File: config.mk
export PLATFORM = sky130hd
export DESIGN_NAME = i2c_vcode_reg
export DESIGN_NICKNAME = d
export VERILOG_FILES = /design/src/rtl/i2c_vc_pkg.sv /design/src/rtl/i2c_vc_sync.sv /design/src/rtl/i2c_vc_fsm.sv /design/src/rtl/i2c_vc_reg.sv /design/src/rtl/i2c_vcode_reg.sv
export SDC_FILE = /design/constraint.sdc
export NUM_CORES = 1
export LEC_CHECK = 0
export CAP_MARGIN = 20
export CORE_AREA = 8 8 67 69
export CTS_CLUSTER_SIZE = 16
export DETAILED_ROUTE_END_ITERATION = 8
export DIE_AREA = 0 0 75 77
export DONT_BUFFER_PORTS = 1
export GPL_TIMING_DRIVEN = 0
export PLACE_DENSITY_LB_ADDON = 0.3
export SLEW_MARGIN = 30
export SYNTH_ARGS = -nofsm -noshare
export SYNTH_HDL_FRONTEND = slang
export SYNTH_SLANG_ARGS = --single-unit
File: constraint.sdc
create_clock -name clk -period 2 [get_ports clk]
set_input_delay 0.6 -clock clk [delete_from_list [all_inputs] [get_ports clk]]
set_output_delay 0.6 -clock clk [all_outputs]
set_load 0.05 [all_outputs]
File: src/rtl/i2c_vc_pkg.sv
package i2c_vc_pkg;

    localparam int REG_W = 8;
    localparam int BIT_CNT_W = 4;

    typedef enum logic [2:0] {
        ST_IDLE,
        ST_ADDR,
        ST_AACK,
        ST_WDATA,
        ST_WACK,
        ST_RDATA,
        ST_RACK
    } bus_st_e;

    typedef struct packed {
        logic scl;
        logic sda;
        logic scl_rise;
        logic scl_fall;
        logic start;
        logic stop;
    } line_ev_t;

    function automatic logic addr_hit(input logic [REG_W-1:0] b, input logic [6:0] a);
        return b[REG_W-1:1] == a;
    endfunction

endpackage

File: src/rtl/i2c_vc_sync.sv
module i2c_vc_sync
    import i2c_vc_pkg::*;
#(
    parameter int STAGES = 2
) (
    input  logic     clk,
    input  logic     rst,
    input  logic     scl_in,
    input  logic     sda_in,
    output line_ev_t ev
);

    localparam int NLINES = 2;

    logic [NLINES-1:0] raw;
    logic [NLINES-1:0] synced;
    logic [NLINES-1:0] prev;

    assign raw = {scl_in, sda_in};

    for (genvar g = 0; g < NLINES; g++) begin : g_line
        logic [STAGES-1:0] pipe;
        always_ff @(posedge clk) begin
            if (rst) begin
                pipe <= '1;
            end else begin
                pipe <= {pipe[STAGES-2:0], raw[g]};
            end
        end
        assign synced[g] = pipe[STAGES-1];
    end

    always_ff @(posedge clk) begin
        if (rst) begin
            prev <= '1;
        end else begin
            prev <= synced;
        end
    end

    always_comb begin
        ev.scl      = synced[1];
        ev.sda      = synced[0];
        ev.scl_rise = synced[1] & ~prev[1];
        ev.scl_fall = ~synced[1] & prev[1];
        ev.start    = synced[1] & prev[1] & prev[0] & ~synced[0];
        ev.stop     = synced[1] & prev[1] & ~prev[0] & synced[0];
    end

endmodule

File: src/rtl/i2c_vc_fsm.sv
module i2c_vc_fsm
    import i2c_vc_pkg::*;
#(
    parameter logic [6:0] DEV_ADDR = 7'h4C
) (
    input  logic             clk,
    input  logic             rst,
    input  line_ev_t         ev,
    input  logic [REG_W-1:0] reg_q,
    output bus_st_e          st,
    output logic             sda_pull,
    output logic             wr_en,
    output logic [REG_W-1:0] wr_data
);

    logic [BIT_CNT_W-1:0] cnt;
    logic [REG_W-1:0]     shreg;
    logic                 rnw;
    logic                 mack;

    always_ff @(posedge clk) begin
        if (rst) begin
            st    <= ST_IDLE;
            cnt   <= '0;
            shreg <= '0;
            rnw   <= 1'b0;
            mack  <= 1'b0;
        end else if (ev.start) begin
            st  <= ST_ADDR;
            cnt <= '0;
        end else if (ev.stop) begin
            st  <= ST_IDLE;
            cnt <= '0;
        end else begin
            unique case (st)
                ST_ADDR, ST_WDATA: begin
                    if (ev.scl_rise) begin
                        shreg <= {shreg[REG_W-2:0], ev.sda};
                        cnt   <= cnt + 1'b1;
                    end else if (ev.scl_fall && cnt == BIT_CNT_W'(REG_W)) begin
                        cnt <= '0;
                        if (st == ST_WDATA) begin
                            st <= ST_WACK;
                        end else if (addr_hit(shreg, DEV_ADDR)) begin
                            st  <= ST_AACK;
                            rnw <= shreg[0];
                        end else begin
                            st <= ST_IDLE;
                        end
                    end
                end
                ST_AACK: begin
                    if (ev.scl_fall) begin
                        if (rnw) begin
                            st    <= ST_RDATA;
                            shreg <= reg_q;
                        end else begin
                            st <= ST_WDATA;
                        end
                        cnt <= '0;
                    end
                end
                ST_WACK: begin
                    if (ev.scl_fall) begin
                        st  <= ST_WDATA;
                        cnt <= '0;
                    end
                end
                ST_RDATA: begin
                    if (ev.scl_fall) begin
                        shreg <= {shreg[REG_W-2:0], 1'b0};
                        if (cnt == BIT_CNT_W'(REG_W - 1)) begin
                            st  <= ST_RACK;
                            cnt <= '0;
                        end else begin
                            cnt <= cnt + 1'b1;
                        end
                    end
                end
                ST_RACK: begin
                    if (ev.scl_rise) begin
                        mack <= ~ev.sda;
                    end else if (ev.scl_fall) begin
                        if (mack) begin
                            st    <= ST_RDATA;
                            shreg <= reg_q;
                        end else begin
                            st <= ST_IDLE;
                        end
                    end
                end
                default: st <= ST_IDLE;
            endcase
        end
    end

    always_comb begin
        sda_pull = (st == ST_AACK) || (st == ST_WACK) ||
                   ((st == ST_RDATA) && !shreg[REG_W-1]);
        wr_en    = (st == ST_WACK) && ev.scl_rise;
        wr_data  = shreg;
    end

endmodule

File: src/rtl/i2c_vc_reg.sv
module i2c_vc_reg
    import i2c_vc_pkg::*;
#(
    parameter logic [REG_W-1:0] RESET_VAL = '0
) (
    input  logic             clk,
    input  logic             rst,
    input  logic             wr_en,
    input  logic [REG_W-1:0] wr_data,
    output logic [REG_W-1:0] reg_q
);

    always_ff @(posedge clk) begin
        if (rst) begin
            reg_q <= RESET_VAL;
        end else if (wr_en) begin
            reg_q <= wr_data;
        end
    end

endmodule

File: src/rtl/i2c_vcode_reg.sv
module i2c_vcode_reg
    import i2c_vc_pkg::*;
#(
    parameter logic [6:0]       DEV_ADDR    = 7'h4C,
    parameter logic [REG_W-1:0] RESET_VAL   = 8'h00,
    parameter int               SYNC_STAGES = 2,
    parameter int               CODE_W      = 4
) (
    input  logic              clk,
    input  logic              rst,
    input  logic              scl_in,
    input  logic              sda_in,
    output logic              sda_pull,
    output logic [CODE_W-1:0] vcode
);

    line_ev_t         ev;
    bus_st_e          st;
    logic             wr_en;
    logic [REG_W-1:0] wr_data;
    logic [REG_W-1:0] reg_q;

    i2c_vc_sync #(.STAGES(SYNC_STAGES)) sync_i (
        .clk    (clk),
        .rst    (rst),
        .scl_in (scl_in),
        .sda_in (sda_in),
        .ev     (ev)
    );

    i2c_vc_fsm #(.DEV_ADDR(DEV_ADDR)) fsm_i (
        .clk      (clk),
        .rst      (rst),
        .ev       (ev),
        .reg_q    (reg_q),
        .st       (st),
        .sda_pull (sda_pull),
        .wr_en    (wr_en),
        .wr_data  (wr_data)
    );

    i2c_vc_reg #(.RESET_VAL(RESET_VAL)) reg_i (
        .clk     (clk),
        .rst     (rst),
        .wr_en   (wr_en),
        .wr_data (wr_data),
        .reg_q   (reg_q)
    );

    assign vcode = reg_q[CODE_W-1:0];

endmodule

==> Yosys cells after proc, flatten, opt, wreduce, memory -nomap -nowiden <==
Index checks and enable logic that the tools add are counted.
{ "word_totals": {"register_bits": 31, "in_bits": 4, "wordCells": 102, "out_inout_bits": 5} }
{ "op_classes": {"n_bitwise": 15, "addsub": 1, "n_eq_ne": 30, "n_reduce_logical": 17, "muxes": 29} }
{ "op_table": {"columns": ["op", "count"], "rows": [
  ["$mux W8", 7],
  ["$mux W3", 11],
  ["$pmux W8 S4", 1],
  ["$ne A4 B3 Y1 const B", 6],
  ["$mux W4", 5],
  ["$ne A2 B1 Y1 const B", 10],
  ["$reduce_and A8 Y1", 2],
  ["$pmux W3 S5", 1],
  ["$pmux W4 S3", 1],
  ["$reduce_and A10 Y1", 1],
  ["$eq A3 B3 Y1 const B", 3],
  ["$ne A4 B4 Y1 const B", 2],
  ["$not A1 Y1", 8],
  ["$reduce_and A4 Y1", 2],
  ["$and A1 B1 Y1", 7],
  ["$eq A7 B7 Y1 const B", 1],
  ["$reduce_and A7 Y1", 1],
  ["$eq A3 B2 Y1 const B", 2],
  ["$add A4 B1 Y4 const B", 1],
  ["$eq A4 B3 Y1 const B", 1],
  ["$eq A4 B4 Y1 const B", 1],
  ["$ne A2 B2 Y1 const B", 2],
  ["$reduce_bool A4 Y1", 1],
  ["$reduce_or A2 Y1", 2],
  ["other kinds (9)", 13]
]} }

==> Longest topological paths before layout <==
Gate-level depths: netlist (run 1).
{ "logic_depth": {"ltp_word": 8, "ltp_mapped": 7, "depth_no_buf": 7} }

==> By module <==
Synthesis (run 1) repeated with hierarchy kept, for this count alone.
{ "hier_totals": {"cells_unflattened": 181, "hier_area_um2": 1695.4} }
{ "by_module_without_submodules": {"columns": ["module", "area_each_um2", "instances", "seq_area_each_um2", "cells_each"], "rows": [
  ["i2c_vc_fsm", 1204.9, 1, 340.3, 137],
  ["i2c_vc_reg", 285.3, 1, 160.2, 26],
  ["i2c_vc_sync", 205.2, 1, 120.1, 18]
]} }

==> Worst setup path before layout (run 1) <==
No wires, ideal clock.
{ "synth_timing": {"path_kind": "reg-to-output", "startpoint": "register fsm_i.st[1]", "endpoint": "output sda_pull", "n_path_buf": 1, "required_ps": 1400, "t_arrival_ps": 1812, "stages_incl_launch_ff": 4, "slack_ps": -412, "path_cell_list": "dfxtp_1 buf_2 nand2b_1 o21ai_0"} }
{ "synth_between": {"elab_chain_len": 3, "word_cells_on_any_way": 6, "cone_classes": "eq/ne: 3; reduce/logical: 3"} }
{ "synth_lines": {"columns": ["item", "line", "rtl"], "rows": [
  ["start: declaration", "i2c_vc_fsm.sv:10", "output bus_st_e st,"],
  ["start signal: assignment", "i2c_vc_fsm.sv:23", "st <= ST_IDLE;"],
  ["start signal: assignment", "i2c_vc_fsm.sv:29", "st <= ST_ADDR;"],
  ["start signal: assignment", "i2c_vc_fsm.sv:32", "st <= ST_IDLE;"],
  ["$eq A3 B2 Y1 (tied with other cells)", "i2c_vc_fsm.sv:98", "sda_pull = (st == ST_AACK) || (st == ST_WACK) ||"],
  ["$logic_or A1 B1 Y1 / $logic_and A1 B1 Y1 (equally long branches)", "i2c_vc_fsm.sv:98, i2c_vc_fsm.sv:99", null],
  ["$logic_or A1 B1 Y1 *", "i2c_vc_fsm.sv:98", null],
  ["end: declaration", "i2c_vcode_reg.sv:13", "output logic sda_pull,"]
]} }
Every way passes the cells marked *; elsewhere a longest branch is shown, timed or not.

==> Final worst setup path (run 1) <==
Ends and elaborated chain as after synthesis.

==> impl_metrics.tcl, run 1 <==
set metrics [dict create \
    core_sq_um 3500 \
    gp_congestion 0.841 \
    fin_crit_sh 0.978 \
    max_slew.worst_pin.slew_ns 0.532 \
    regToRegStartpoint "fsm_i.st[2]$_SDFFE_PP0P_" \
    fin_ws_ns 0.0437 \
    drive_above_1_share 0.223 \
    synth_edf_count 0 \
    dr.pass1.iters 4 \
    power_density_nw_per_um2 1020 \
    cts.sinks 31 \
    grt_pass1_wl_microns 6300 \
    finalSetupViolations 0 \
    min-delay-start "scl_in" \
    drtAntennaViolNets 0 \
    r2r_end "fsm_i.wr_data[6]$_SDFFE_PP0P_" \
    clk_path_buf_depth 2 \
    startpoint "fsm_i.st[1]$_SDFFE_PP0P_" \
    synth_nets 191 \
    antenna_cells 0 \
    grt.total_usage 0.141 \
    clkSlewWorstSetupHoldPaths_ns 0.09 \
    synth-async-reset-ratio 0 \
    final_common_cell "dfxtp_1" \
    start_util 0.456 \
    critPathLaunchType "flop" \
    cts_buffers 5 \
    ys.flop_type "dfxtp_1" \
    end_kind "primary output" \
    cts_tree "built" \
    ys_types 49 \
    dieWidth_microns 75 \
    grt_max_degree 11 \
    pin_count 9 \
    irDropWorstVdd_v 0.000455 \
    place.port_buffers 0 \
    fin_crit_ns 1.96 \
    avgViaCountPerCell 5.60 \
    reg2reg_setup_slack_ns 0.13 \
    cp.required_ns 1.40 \
    place_hpwl_microns 2560 \
    crit_end "sda_pull" \
    ys_seq_elements 31 \
    status "completed" \
    syn_inst 185 \
    root_buffer "clkbuf_4" \
    final_hold_viol_count 0 \
    drv_slew 0 \
    rsz0062_at_grt "false" \
    grt_overflow_total 0 \
    fmax_mhz 511 \
    synth_top_cell_by_area "dfxtp_1" \
    drt_first_iter_violations 89 \
    slew_headroom 0.644 \
    r2r_cells 8 \
    seq_area_frac_synth 0.390 \
    die_h_microns 77 \
    place_ws_ns 0.0435 \
    htreeDepth 2 \
    area_delta_synth_final_pct 17.2 \
    grt_pass1_vias 1388 \
    routed_wl_microns 3710 \
    clock_latency_ns 0.33 \
    min_path_type "input port to flop" \
    worst-setup-path-type "flop to primary output" \
    drc 0 \
    tns_ns 0 \
    die_area_sq_um 5780 \
    final_cell_mix "dfxtp_1, nor2_1, nand2_1, buf_4, mux2i_1" \
    num_rows 22 \
    dr_total_vias 1399 \
    synthTopCellsByArea "dfxtp_1, nor2_1, mux2i_1, nand2_1, a311oi_1" \
    cap_violations 0 \
    nets 208 \
    avgRoutedWirePerCell_microns 14.8 \
    synth.top_cell.area_share 0.390 \
    critPathArrivalTime_ns 1.36 \
    yosysWarnings 0 \
    cp_max_fo 10 \
    fin_skew_ns 0.00323 \
    antenna_found_initial 0 \
    avgSynthCellArea_sq_um 8.61 \
    p_leak_nw 0.663 \
    syn_area_sq_um 1590 \
]
## logic make-up (layout without fill, tap and decap cells)
logic type,count (synthesis),count (layout),synth area share
AOI/OAI and AO/OA,35,35,0.174
xor gates and xnor gates,2,2,0.0110
adders and majority gates,2,2,0.0157
buffers and inverters,16,33,0.0566
DFF,31,31,0.390
muxes,10,10,0.0636
and+or+nand+nor,89,89,0.289
## cell usage after synthesis, types with 4 or more instances
cell / number
buf_4: 5
clkbuf_1: 4
or2_2: 6
nand2_1: 23
o21ai_0: 6
nand2b_1: 7
dfxtp_1: 31
mux2i_1: 9
nor2_1: 26
a211oi_1: 4
nand3_1: 6
nor2b_1: 4
o211ai_1: 4
a311oi_1: 6
## worst min-delay path by stage
stage / end / slack, ns / depth (start not counted)
floorplan: sync_i.g_line[0].pipe[1]$_SDFF_PP1_ / 0.39 / 1
global placement: sync_i.g_line[0].pipe[1]$_SDFF_PP1_ / 0.39 / 1
detailed placement: sync_i.g_line[1].pipe[1]$_SDFF_PP1_ / 0.39 / 1
CTS: sync_i.g_line[1].pipe[0]$_SDFF_PP1_ / 0.36 / 1
global route: sync_i.g_line[0].pipe[0]$_SDFF_PP1_ / 0.36 / 1
finish: sync_i.g_line[1].pipe[0]$_SDFF_PP1_ / 0.37 / 1
## sequential cells by signal, indices dropped and copies added, names as in the netlist
| register | count |
|---|---|
| fsm_i.mack | 1 |
| sync_i.prev | 2 |
| sync_i.g_line.pipe | 4 |
| fsm_i.st | 3 |
| fsm_i.rnw | 1 |
| reg_i.reg_q | 8 |
| fsm_i.wr_data | 8 |
| fsm_i.cnt | 4 |
## power by group
part | switching, W | internal, W | total [W] | leakage [nW]
clock network | 0.000209 | 0.000163 | 0.000372 | 0.0341
logic | 0.000442 | 0.000389 | 0.000830 | 0.377
registers | 0.0000375 | 0.000655 | 0.000693 | 0.252
total | 0.000688 | 0.00121 | 0.00190 | 0.663
## per-stage QoR
step	std cells	power, W	hold slack [ns]	area (sq um)	utilization
6_report	250	0.00190	0.369	1870	0.534
5_1_grt	250	0.00199	0.360	1870	0.534
4_1_cts	250	0.00188	0.355	1860	0.533
3_5_place_dp	233	0.00123	0.394	1660	0.474
3_3_place_gp	233	0.00121	0.391	1660	0.474
2_1_floorplan	185	0.00112	0.389	1600	-
## what timing repair did
item | in CTS | in global routing
hold buffers | 0 | 0
setup endpoints to repair | 1 | 1
pin swaps | 1 | 0
resized for setup | 15 | 2
setup buffers | 10 | 0
## routing by layer
metal	vias up	share of wire	track usage	routed length, microns
li1	681	-	-	-
met3	17	0.052	0.0494	191
met5	-	0	0	0
met1	657	0.40	0.154	1500
met4	0	0.038	0.0922	141
met2	44	0.51	0.221	1870
## critical path, cell delays in order, from the launching register on
cell,delay (ns)
dfxtp_2,0.36
buf_8,0.15
nand2b_4,0.16
o21ai_4,0.36
## layout make-up
| type | count | area [sq um] |
|---|---|---|
| Buffer | 14 | 113 |
| Clock buffer | 6 | 51.3 |
| Multi-Input combinational cell | 138 | 920 |
| Sequential cell | 31 | 623 |
| Fill cell | 343 | 1630 |
| Tap cell | 48 | 60.1 |
| Clock inverter | 1 | 5.00 |
| Timing Repair Buffer | 10 | 87.6 |
| Inverter | 2 | 7.51 |
No activity file was read; power rests on OpenSTA's default activity.
==> run 2, diff against run 1 <==
--- a/config.mk
+++ b/config.mk
@@ -5,14 +5,16 @@
 export SDC_FILE = /design/constraint.sdc
 export NUM_CORES = 1
 export LEC_CHECK = 0
+export ABC_AREA = 1
+export ABC_CLOCK_PERIOD_IN_PS = 2000
 export CAP_MARGIN = 20
-export CORE_AREA = 8 8 67 69
+export CORE_AREA = 8 8 68 70
 export CTS_CLUSTER_SIZE = 16
 export DETAILED_ROUTE_END_ITERATION = 8
-export DIE_AREA = 0 0 75 77
+export DIE_AREA = 0 0 76 78
 export DONT_BUFFER_PORTS = 1
 export GPL_TIMING_DRIVEN = 0
-export PLACE_DENSITY_LB_ADDON = 0.3
+export PLACE_DENSITY = 0.69
 export SLEW_MARGIN = 30
 export SYNTH_ARGS = -nofsm -noshare
 export SYNTH_HDL_FRONTEND = slang
==> run 2 against run 1 <==
Compared with the run above:
- the flow now finishes with violations (setup timing)
- sequential share of layout area fell by 1.5 points
- total power up 18%
- sequential cell count did not move
- via count is 18% higher
- clock power grew 1%
- final area increased by 6.0%
- setup slack got worse by 0.061 ns
- wire length is 16% higher
- fmax decreased by 3.0%
- register-to-register slack improved by 0.20 ns
- critical path depth rose by 2
- global-route usage grew 0.73 points
- critical path type unchanged
==> impl_metrics.tcl, run 2 <==
set metrics [dict create \
    antenna_found_initial 0 \
    avgSynthCellArea_sq_um 6.44 \
    cts_tree "built" \
    critPathArrivalTime_ns 1.42 \
    clk_path_buf_depth 2 \
    root_buffer "clkbuf_4" \
    die_h_microns 78 \
    avgRoutedWirePerCell_microns 13.0 \
    synth.top_cell.area_share 0.372 \
    seq_area_frac_synth 0.372 \
    irDropWorstVdd_v 0.000559 \
    routed_wl_microns 4290 \
    fin_crit_ns 2.02 \
    antenna_cells 0 \
    start_util 0.470 \
    dr_total_vias 1655 \
    drtAntennaViolNets 0 \
    cts.sinks 31 \
    clkPwrFrac 0.169 \
    stdcell_area_sq_um 1980 \
    violations "setup timing" \
    ys.flop_type "dfxtp_1" \
    power_density_nw_per_um2 1130 \
    avgViaCountPerCell 5.03 \
    critPathLaunchType "flop" \
    cp_max_fo 5 \
    synthTopCellsByArea "dfxtp_1, nand2_1, nor2_1, nand3_1, inv_1" \
    cap_violations 0 \
    clock_latency_ns 0.34 \
    fmax_mhz 496 \
    max_slew.worst_pin.slew_ns 0.545 \
    die_area_sq_um 5930 \
    ys_types 24 \
    min_path_type "input port to flop" \
    grt_pass1_wl_microns 7210 \
    final_hold_viol_count 0 \
    synth_edf_count 0 \
    num_rows 22 \
    rsz0062_at_grt "true" \
    place_area_sq_um 1730 \
    fin_crit_sh 1.01 \
    cts_buffers 5 \
    hold_slack_ns 0.353 \
    grt_max_degree 12 \
    fin_skew_ns 0.00701 \
    place.port_buffers 0 \
    slew_headroom 0.636 \
    netlist_top_cells_count "nand2_1, nor2_1, dfxtp_1, inv_1, nand3_1" \
    final_common_cell "nand2_1" \
    status "complete, but fails checks" \
    drc 0 \
    grt_overflow_total 0 \
    swShare 0.428 \
    syn_area_sq_um 1670 \
    dr.pass1.iters 5 \
    finalSetupViolations 1 \
    p_int_w 0.00128 \
    fin_ws_ns -0.0175 \
    synth-async-reset-ratio 0 \
    sequentialPowerShare 0.379 \
    clkSlewWorstSetupHoldPaths_ns 0.11 \
    final_cell_mix "nand2_1, nor2_1, dfxtp_1, inv_1" \
    synth_top_cell_by_area "dfxtp_1" \
    p_leak_nw 0.943 \
    drive_above_1_share 0.185 \
    combPwrFrac 0.452 \
    drt_first_iter_violations 129 \
    grt.total_usage 0.148 \
    cp.required_ns 1.40 \
    syn_inst 259 \
    synth_nets 265 \
    pin_count 9 \
    area_delta_synth_final_pct 18.7 \
    place_hpwl_microns 2750 \
    end_kind "primary output" \
    dp_cells 307 \
    yosysWarnings 0 \
    synth_most_common_cell "nand2_1" \
    worst-setup-path-type "flop to primary output" \
    fin_cells 329 \
    grt_pass1_vias 1603 \
    core_sq_um 3550 \
    nets 286 \
    dieWidth_microns 76 \
    gp_congestion 0.843 \
    ys_seq_elements 31 \
    netSwitchingPower_w 0.000956 \
    htreeDepth 2 \
    drv_slew 0 \
]
-- run 2: changes by cell type after synthesis, moves of 5 or more --
cell / delta
a21oi_1: +8
nand3_1: +15
inv_2: +5
mux2i_1: -9
nand3b_1: +7
a311oi_1: -6
o21ai_1: +6
nand2_1: +51
inv_1: +24
nand2b_1: -7
nor2_1: +14
-- run 2: power by group through the flow --
stage	clock network (W)	logic (W)	registers, W
detailed placement	0	0.000780	0.000847
floorplan	0	0.000645	0.000823
global placement	0	0.000764	0.000843
finish	0.000376	0.00101	0.000846
CTS	0.000381	0.000964	0.000843
global route	0.000420	0.00113	0.000860
-- run 2: layout make-up --
type,instances,area (sq um)
Clock inverter,3,20.0
Multi-Input combinational cell,189,933
Clock buffer,5,37.5
Sequential cell,31,632
Buffer,8,52.6
Tap cell,48,60.1
Timing Repair Buffer,14,118
Fill cell,343,1570
Inverter,31,126
-- run 2: cell families after synthesis --
kind of cell	Yosys count	synth area share
DFF	31	0.372
AOI/OAI and AO/OA	29	0.0893
and+or+nand+nor	157	0.417
xor gates and xnor gates	1	0.00525
buffers and inverters	39	0.101
adders and majority gates	2	0.0150
-- run 2: final timing paths --
kind                                            start                                   to  slack [ns]  depth (start not counted)
hold / removal                                 scl_in  sync_i.g_line[1].pipe[0]$_SDFF_PP1_        0.35                          1
hold reg to reg   sync_i.g_line[0].pipe[0]$_SDFF_PP1_  sync_i.g_line[0].pipe[1]$_SDFF_PP1_        0.42                          1
setup / recovery             fsm_i.st[2]$_SDFFE_PP0P_                             sda_pull       -0.02                          5
setup reg to reg             fsm_i.st[1]$_SDFFE_PP0P_        fsm_i.wr_data[4]$_SDFFE_PP0P_        0.33                          9
-- run 2: per-stage QoR --
step                      utilization  total power [W]  setup slack (ns)  TNS (ns)
after floorplan                     -          0.00147             0.131         0
after detailed placement        0.488          0.00163           -0.0221   -0.0221
after global routing            0.557          0.00241           -0.0749   -0.0749
after global placement          0.488          0.00161           -0.0309   -0.0309
final                           0.557          0.00223           -0.0175   -0.0175
after CTS                       0.554          0.00219           0.00631         0
-- run 2: worst max-delay path, cell delays in order, from the launching register on --
cell	delay [ns]
dfxtp_4	0.39
inv_4	0.07
nand3_4	0.11
nand2_4	0.09
inv_2	0.05
a31oi_4	0.36
-- run 2: repair_timing --
action                     in CTS  in global routing
pin swaps                       3                  2
resized for setup              19                  1
buffers inserted               13                  1
hold buffers                    0                  0
setup endpoints to repair       1                  1
-- run 2: metal layers --
layer | vias up | wire, microns | share of wire | track usage
met5 | - | 0 | 0 | 0
met4 | 0 | 61 | 0.014 | 0.0725
met3 | 6 | 168 | 0.039 | 0.0403
met2 | 36 | 2170 | 0.51 | 0.256
met1 | 754 | 1890 | 0.44 | 0.164
li1 | 859 | - | - | -
